File: config.mk
export PLATFORM = sky130hd
export DESIGN_NAME = wdt_keyed
export DESIGN_NICKNAME = d
export VERILOG_FILES = /design/src/rtl/wdt_pkg.sv /design/src/rtl/wdt_prescaler.sv /design/src/rtl/wdt_feed.sv /design/src/rtl/wdt_keyed.sv
export SDC_FILE = /design/constraint.sdc
export NUM_CORES = 1
export LEC_CHECK = 0
export BUFFER_PORTS_ARGS = -buffer_cell sky130_fd_sc_hd__buf_4
export CORE_MARGIN = 5
export CORE_UTILIZATION = 41
export CTS_CLUSTER_DIAMETER = 50
export DETAILED_ROUTE_END_ITERATION = 12
export PLACE_DENSITY = 0.6
export SETUP_SLACK_MARGIN = 0.05
export SLEW_MARGIN = 40
export SYNTH_ARGS = -nofsm -noshare
export SYNTH_HDL_FRONTEND = slang
export SYNTH_SLANG_ARGS = --single-unit
File: constraint.sdc
create_clock -name clk -period 4.8 [get_ports clk]
set_input_delay 0 -clock clk [delete_from_list [all_inputs] [get_ports clk]]
set_output_delay 0 -clock clk [all_outputs]
set_load 0.02 [all_outputs]
File: src/rtl/wdt_pkg.sv
package wdt_pkg;
    localparam logic [1:0] ADR_CTRL   = 2'd0;
    localparam logic [1:0] ADR_RELOAD = 2'd1;
    localparam logic [1:0] ADR_KEY1   = 2'd2;
    localparam logic [1:0] ADR_KEY2   = 2'd3;

    localparam logic [7:0] KEY1_VAL = 8'hA5;
    localparam logic [7:0] KEY2_VAL = 8'h5A;

    localparam int B_RUN   = 0;
    localparam int B_FLAG  = 1;
    localparam int B_SRC   = 2;
    localparam int B_SEL   = 3;
    localparam int B_WDMOD = 6;

    typedef struct packed {
        logic armed;   // correct first key seen
        logic pend;    // control written, feed must follow
    } feed_st_t;
endpackage

File: src/rtl/wdt_prescaler.sv
module wdt_prescaler #(
    parameter int PRE_W = 12,
    parameter int TAP_N = 8,
    localparam int SEL_W = (TAP_N > 1) ? $clog2(TAP_N) : 1
) (
    input  logic             clk,
    input  logic             rst_n,
    input  logic             adv_i,
    input  logic             clr_i,
    input  logic [SEL_W-1:0] sel_i,
    output logic             tick_o
);
    logic [PRE_W-1:0] pre_d, pre_q;
    logic [PRE_W-1:0] tap_mask [TAP_N];

    // Tap g spans the low PRE_W-TAP_N+1+g prescaler bits.
    for (genvar g = 0; g < TAP_N; g++) begin : g_tap
        assign tap_mask[g] = {PRE_W{1'b1}} >> (TAP_N - 1 - g);
    end

    always_comb begin
        pre_d = pre_q;
        if (clr_i)      pre_d = '0;
        else if (adv_i) pre_d = pre_q + 1'b1;
    end

    assign tick_o = adv_i && ((pre_q & tap_mask[sel_i]) == tap_mask[sel_i]);

    always_ff @(posedge clk or negedge rst_n) begin
        if (!rst_n) pre_q <= '0;
        else        pre_q <= pre_d;
    end


    pre_hold_chk: assert property (@(posedge clk) disable iff (!rst_n)
        (!adv_i && !clr_i) |=> $stable(pre_q));
endmodule

File: src/rtl/wdt_feed.sv
module wdt_feed
    import wdt_pkg::*;
(
    input  logic       clk,
    input  logic       rst_n,
    input  logic       wr_en_i,
    input  logic       rd_en_i,
    input  logic [1:0] addr_i,
    input  logic [7:0] wdata_i,
    output logic       feed_ok_o,
    output logic       feed_bad_o
);
    feed_st_t st_d, st_q;
    logic acc, wr_k1, wr_k2, wr_ctl;

    always_comb begin
        acc    = wr_en_i || rd_en_i;
        wr_k1  = wr_en_i && (addr_i == ADR_KEY1);
        wr_k2  = wr_en_i && (addr_i == ADR_KEY2);
        wr_ctl = wr_en_i && (addr_i == ADR_CTRL);
        st_d       = st_q;
        feed_ok_o  = 1'b0;
        feed_bad_o = 1'b0;
        if (acc) begin
            if (st_q.armed) begin
                st_d = '0;
                if (wr_k2 && wdata_i == KEY2_VAL) feed_ok_o  = 1'b1;
                else                              feed_bad_o = 1'b1;
            end else if (wr_k1) begin
                st_d.pend = 1'b0;
                if (wdata_i == KEY1_VAL) st_d.armed = 1'b1;
                else                     feed_bad_o = 1'b1;
            end else if (st_q.pend) begin
                feed_bad_o = 1'b1;
                st_d.pend  = wr_ctl;
            end else if (wr_k2) begin
                feed_bad_o = 1'b1;
            end else if (wr_ctl) begin
                st_d.pend = 1'b1;
            end
        end
    end

    always_ff @(posedge clk or negedge rst_n) begin
        if (!rst_n) st_q <= '0;
        else        st_q <= st_d;
    end


    ok_disarm_chk: assert property (@(posedge clk) disable iff (!rst_n)
        feed_ok_o |=> !st_q.armed);

    one_outcome_chk: assert property (@(posedge clk) disable iff (!rst_n)
        !(feed_ok_o && feed_bad_o));
endmodule

File: src/rtl/wdt_keyed.sv
module wdt_keyed
    import wdt_pkg::*;
#(
    parameter int PRE_W = 12,
    parameter int TAP_N = 8,
    parameter int CNT_W = 8
) (
    input  logic       clk,
    input  logic       rst_n,
    input  logic       wr_en_i,
    input  logic       rd_en_i,
    input  logic [1:0] addr_i,
    input  logic [7:0] wdata_i,
    output logic [7:0] rdata_o,
    input  logic       slow_ce_i,
    input  logic       pwr_down_i,
    output logic       wdt_rst_o,
    output logic       irq_o
);
    localparam int SEL_W = (TAP_N > 1) ? $clog2(TAP_N) : 1;

    typedef struct packed {
        logic             run;
        logic             tflag;
        logic             src;
        logic [2:0]       sel;
        logic             wdmod;
        logic [CNT_W-1:0] reload;
        logic [CNT_W-1:0] shadow;
        logic [CNT_W-1:0] cnt;
        logic             rst;
    } wd_st_t;

    wd_st_t s_d, s_q;
    logic adv, tick, feed_ok, feed_bad, uflow;

    wdt_feed i_feed (
        .clk       (clk),
        .rst_n     (rst_n),
        .wr_en_i   (wr_en_i),
        .rd_en_i   (rd_en_i),
        .addr_i    (addr_i),
        .wdata_i   (wdata_i),
        .feed_ok_o (feed_ok),
        .feed_bad_o(feed_bad)
    );

    assign adv = s_q.src ? slow_ce_i : !pwr_down_i;

    wdt_prescaler #(.PRE_W(PRE_W), .TAP_N(TAP_N)) i_pre (
        .clk   (clk),
        .rst_n (rst_n),
        .adv_i (adv),
        .clr_i (feed_ok),
        .sel_i (s_q.sel[SEL_W-1:0]),
        .tick_o(tick)
    );

    always_comb begin
        s_d   = s_q;
        s_d.rst = 1'b0;
        uflow = 1'b0;
        if (wr_en_i && addr_i == ADR_CTRL) begin
            s_d.run   = wdata_i[B_RUN];
            s_d.src   = wdata_i[B_SRC];
            s_d.sel   = wdata_i[B_SEL +: 3];
            s_d.wdmod = s_q.wdmod | wdata_i[B_WDMOD];
            if (!wdata_i[B_FLAG]) s_d.tflag = 1'b0;
        end
        if (wr_en_i && addr_i == ADR_RELOAD)
            s_d.reload = wdata_i[CNT_W-1:0];
        if (feed_ok) begin
            s_d.cnt    = s_q.reload;
            s_d.shadow = s_q.reload;
        end else if (s_q.run && tick) begin
            if (s_q.cnt == '0) begin
                uflow     = 1'b1;
                s_d.cnt   = s_q.shadow;
                s_d.tflag = 1'b1;
            end else begin
                s_d.cnt = s_q.cnt - 1'b1;
            end
        end
        if (s_q.wdmod && (uflow || feed_bad)) s_d.rst = 1'b1;
    end

    always_ff @(posedge clk or negedge rst_n) begin
        if (!rst_n) begin
            s_q     <= '0;
            s_q.cnt <= '1;
        end else begin
            s_q <= s_d;
        end
    end

    assign wdt_rst_o = s_q.rst;
    assign irq_o     = s_q.tflag && !s_q.wdmod;

    always_comb begin
        case (addr_i)
            ADR_CTRL:   rdata_o = {1'b0, s_q.wdmod, s_q.sel, s_q.src, s_q.tflag, s_q.run};
            ADR_RELOAD: rdata_o = 8'(s_q.reload);
            ADR_KEY1:   rdata_o = 8'(s_q.cnt);
            default:    rdata_o = 8'h00;
        endcase
    end


    timer_no_rst_chk: assert property (@(posedge clk) disable iff (!rst_n)
        !s_q.wdmod |=> !wdt_rst_o);

    wdmod_sticky_chk: assert property (@(posedge clk) disable iff (!rst_n)
        s_q.wdmod |=> s_q.wdmod);

    feed_load_chk: assert property (@(posedge clk) disable iff (!rst_n)
        feed_ok |=> (s_q.cnt == $past(s_q.reload)));

    run_hold_chk: assert property (@(posedge clk) disable iff (!rst_n)
        (!s_q.run && !feed_ok) |=> $stable(s_q.cnt));

    uf_flag_chk: assert property (@(posedge clk) disable iff (!rst_n)
        (s_q.run && tick && s_q.cnt == '0 && !feed_ok) |=> s_q.tflag);
endmodule

==> impl_metrics.csv <==
group,metric,value,unit
power_and_ir_drop,power,1046,µW
die,initial_utilization,42.05,%
cells_and_area,multi_input_area,1264,µm²
clock_network,cts_tree,"built",
power_and_ir_drop,p_sw_share,30.86,%
power_and_ir_drop,pwr-share-seq,49.6,%
power_and_ir_drop,p_leak,0.001276,µW
timing,setup_viol,0,
clock_network,cts_made_buffers,5,
setup_path,cpPeakStageDelay,0.39,ns
die,die_h,87.93,µm
setup_path,r2r-end,"s_q[6]",
timing,hold_violations,0,
global_route,grt_pass1_wl,9584,µm
die,rows,28,
routing,num_vias,1972,
power_and_ir_drop,vdd_drop_max,0.2074,mV
timing,min_period_over_period,44.51,%
synth,synth.distinct_cells,49,
min_path,min_to,"i_feed.st_q[0]",
synth,ys_ff_latch,46,
synth,synthSimpleGateAreaFrac,21.51,%
setup_path,crit_fanout,7,
routing,drt_iter0_markers,102,
setup_path,startpoint_type,"flop",
synth,synth_top_family_by_area,"simple AND/OR/NAND/NOR gates",
outcome,status,"complete, no violations",
placement,hpwlAfterDp,3989,µm
synth,synth.area.mux_share,10.65,%
timing,rsz0062_at_grt,"false",
placement,globalplace.congestion,0.8608,
clock_network,htreeDepth,2,
routing,drcViolationCount,0,
setup_path,required,5.03,ns
synth,synth_ff_type,"dfrtp_1",
setup_path,worstRegToRegCells,7,
clock_network,cts_sinks,46,
setup_path,crit_type,"flop to flop",
synth,yosys_warnings,0,
synth,synthAdderAreaFrac,1.508,%
cells_and_area,layout.area.seq,1161,µm²
cells_and_area,insertedDiodeCount,0,
die,io-pin-count,26,
power_and_ir_drop,p_int,723.3,µW
min_path,whs_path_depth,4,
timing,slew_headroom,56.13,%
cells_and_area,area_delta_synth_final,18.34,%
synth,ys_seq_area_share,46.63,%
clock_network,clock_latency,0.30,ns
routing,antenna_left,0,
setup_path,arrival,2.36,ns
min_path,hold_path.class,"input port to flop",
setup_path,path_cells,"ha_1 -> nand3_1 -> a211oi_4 -> o2111ai_2 -> or2_1 -> or3_1 -> a31oi_1",
die,die_x,87.93,µm
cells_and_area,num-fill-cells,557,
global_route,grt-ovfl-total,0,
setup_path,slowest_stage,"dfrtp_1",
timing,worstMarginPinSlew,0.6565,ns
global_route,grt_max_degree,47,
synth,synth-compound-area-share,12.96,%
die,die-area,7732,µm²
cells_and_area,final_util,49.77,%
power_and_ir_drop,clkPwrFrac,27.5,%
global_route,grt_use_total,16.10,%
clock_network,max-clock-path-buffers,2,
power_and_ir_drop,combPwrFrac,22.9,%
clock_network,clock-root-buffer,"clkbuf_8",
synth,synth.avg_cell_area,9.613,µm²
global_route,grt_antenna_before_repair,0,
timing,finClkSkew,0.01062,ns
cells_and_area,stdcell_area,2947,µm²
synth,postSynthCellCount,259,
timing,layout_min_cycle_time,2.136,ns
setup_path,r2r_start,"i_pre.pre_q[0]",
routing,avgViaCountPerCell,5.359,
routing,drt_first_pass_iters,4,
cells_and_area,drive_gt1_share,20.14,%
timing,fmax,468.1,MHz
synth,synth-edff-count,0,
cells_and_area,nets,311,
flow_run,drv_cap,0,
min_path,hold_path.startpoint,"wr_en_i",
timing,drv_slew,0,
routing,totalWireLength,5609,µm
power_and_ir_drop,powerDensity,355.1,nW/µm²
synth,syn_area,2490,µm²
power_and_ir_drop,power_switching,322.9,µW
setup_path,rrSetupSlack,2.66,ns
synth,synthesis.nets,278,
synth,synth_xor_area_share,3.869,%
placement,dpl_cell_area,2731,µm²
timing,totalNegativeSetupSlack,0,ns
global_route,grt_pass1_vias,1928,
die,coreArea,5921,µm²
routing,wire_per_inst,15.24,µm
clock_network,cts.clk_slew.worst_paths,0.09,ns
setup_path,cp-end-kind,"flop",
placement,portBuffers,25,
synth,ys_async_sr_fraction,100.0,%
## worst max-delay path, delay by kind of cell, from the launching register on
kind                       cells  cell delay [ns]
DFF                            1             0.39
AOI/OAI and AO/OA              3             0.67
adders and majority gates      1             0.17
and+or+nand+nor                3             0.82
## flip-flops by register name, summed over array words and instances, names as in the netlist
register and flops:
i_pre.pre_q 12, wdt_rst_o 1, s_q 31, i_feed.st_q 2
## worst max-delay path by stage
stage | slack [ns] | end | start | depth (start not counted)
6_report | 2.66 | s_q[6] | i_pre.pre_q[0] | 7
5_1_grt | 2.34 | s_q[2] | s_q[2] | 7
4_1_cts | 2.65 | s_q[6] | i_pre.pre_q[0] | 7
3_5_place_dp | 2.67 | s_q[1] | s_q[2] | 7
3_3_place_gp | 2.71 | s_q[1] | s_q[2] | 7
2_1_floorplan | 2.83 | s_q[6] | i_pre.pre_q[0] | 8
## metal layers
layer	up-vias	wire length [µm]	GRT usage [%]
li1	974	-	-
met1	952	2830	23.19
met2	38	2522	24.86
met3	8	185	3.198
met4	0	70	4.184
met5	-	0	0
## logic make-up after synthesis
group | count (synthesis)
and+or+nand+nor | 108
AOI/OAI and AO/OA | 49
DFF | 46
muxes | 25
buffers and inverters | 17
xor gates and xnor gates | 11
adders and majority gates | 3
## synthesized netlist by cell type (2+ instances only)
library cell / instances / share of area (%)
dfrtp_1: 38 / 38
inv_1: 8 / 1.2
nand2_1: 46 / 6.9
mux2i_1: 13 / 5.2
nor2_1: 19 / 2.9
nor2b_1: 6 / 1.5
mux2_2: 12 / 5.4
nor3_1: 2 / 0.40
o22ai_1: 2 / 0.50
nand3_1: 7 / 1.4
and3_1: 3 / 0.75
clkbuf_1: 7 / 1.1
a31oi_1: 2 / 0.50
nand4_1: 2 / 0.50
xnor2_1: 5 / 1.8
nand4bb_1: 2 / 0.90
xor2_1: 6 / 2.1
o21ai_0: 21 / 4.2
o31ai_1: 4 / 1.2
o41ai_1: 2 / 0.70
nand4b_1: 2 / 0.70
ha_1: 3 / 1.5
a21oi_1: 6 / 1.2
or3_1: 4 / 1.0
o21a_1: 3 / 0.90
nor4_1: 4 / 1.0
dfstp_2: 8 / 8.4
## stage by stage
stage | hold WS (ns) | setup WS [ns] | cells
2_1_floorplan | -0.2956 | 2.829 | 259
3_5_place_dp | 0.04631 | 2.668 | 350
4_1_cts | 0.01363 | 2.651 | 368
5_1_grt | 0.04195 | 2.343 | 368
3_3_place_gp | 0.04888 | 2.711 | 350
6_report | 0.02181 | 2.664 | 368
## cell usage in the layout, fill, tap and decap left out, types with 2 or more instances in the layout
cell	count
buf_4	25
o31ai_1	4
clkbuf_8	5
nand4bb_1	2
nand3_1	7
dfrtp_1	38
o21a_1	3
nor2b_1	6
nand2_1	46
or3_1	4
nand4b_1	2
a21oi_1	6
xor2_1	6
mux2_2	12
ha_1	3
mux2i_1	13
nor4_1	4
and3_1	3
nor3_1	2
nand4_1	2
dlygate4sd3_1	10
a31oi_1	2
o22ai_1	2
xnor2_1	5
dfstp_2	8
o21ai_0	21
o41ai_1	2
inv_1	8
nor2_1	19
## power groups by stage
| stage | sequential [µW] | combinational (µW) | clock, µW |
|---|---|---|---|
| global route | 528 | 273 | 315 |
| global placement | 523 | 230 | 0 |
| detailed placement | 525 | 234 | 0 |
| floorplan | 506 | 170 | 0 |
| finish | 519 | 240 | 288 |
| CTS | 518 | 242 | 295 |
## what timing repair did
action / in CTS / in global routing
hold endpoints to repair: 55 / 0
setup buffers: 0 / 0
hold buffers: 10 / 0
gates resized for setup: 0 / 0
## layout make-up
type	count	area share, %
timing repair buffer	35	9.766
clock inverter	2	1.274
multi-input combinational	196	42.89
tap	75	3.185
clock buffer	6	2.463
inverter	8	1.019
sequential	46	39.41
(Power assumes the default switching activity.)
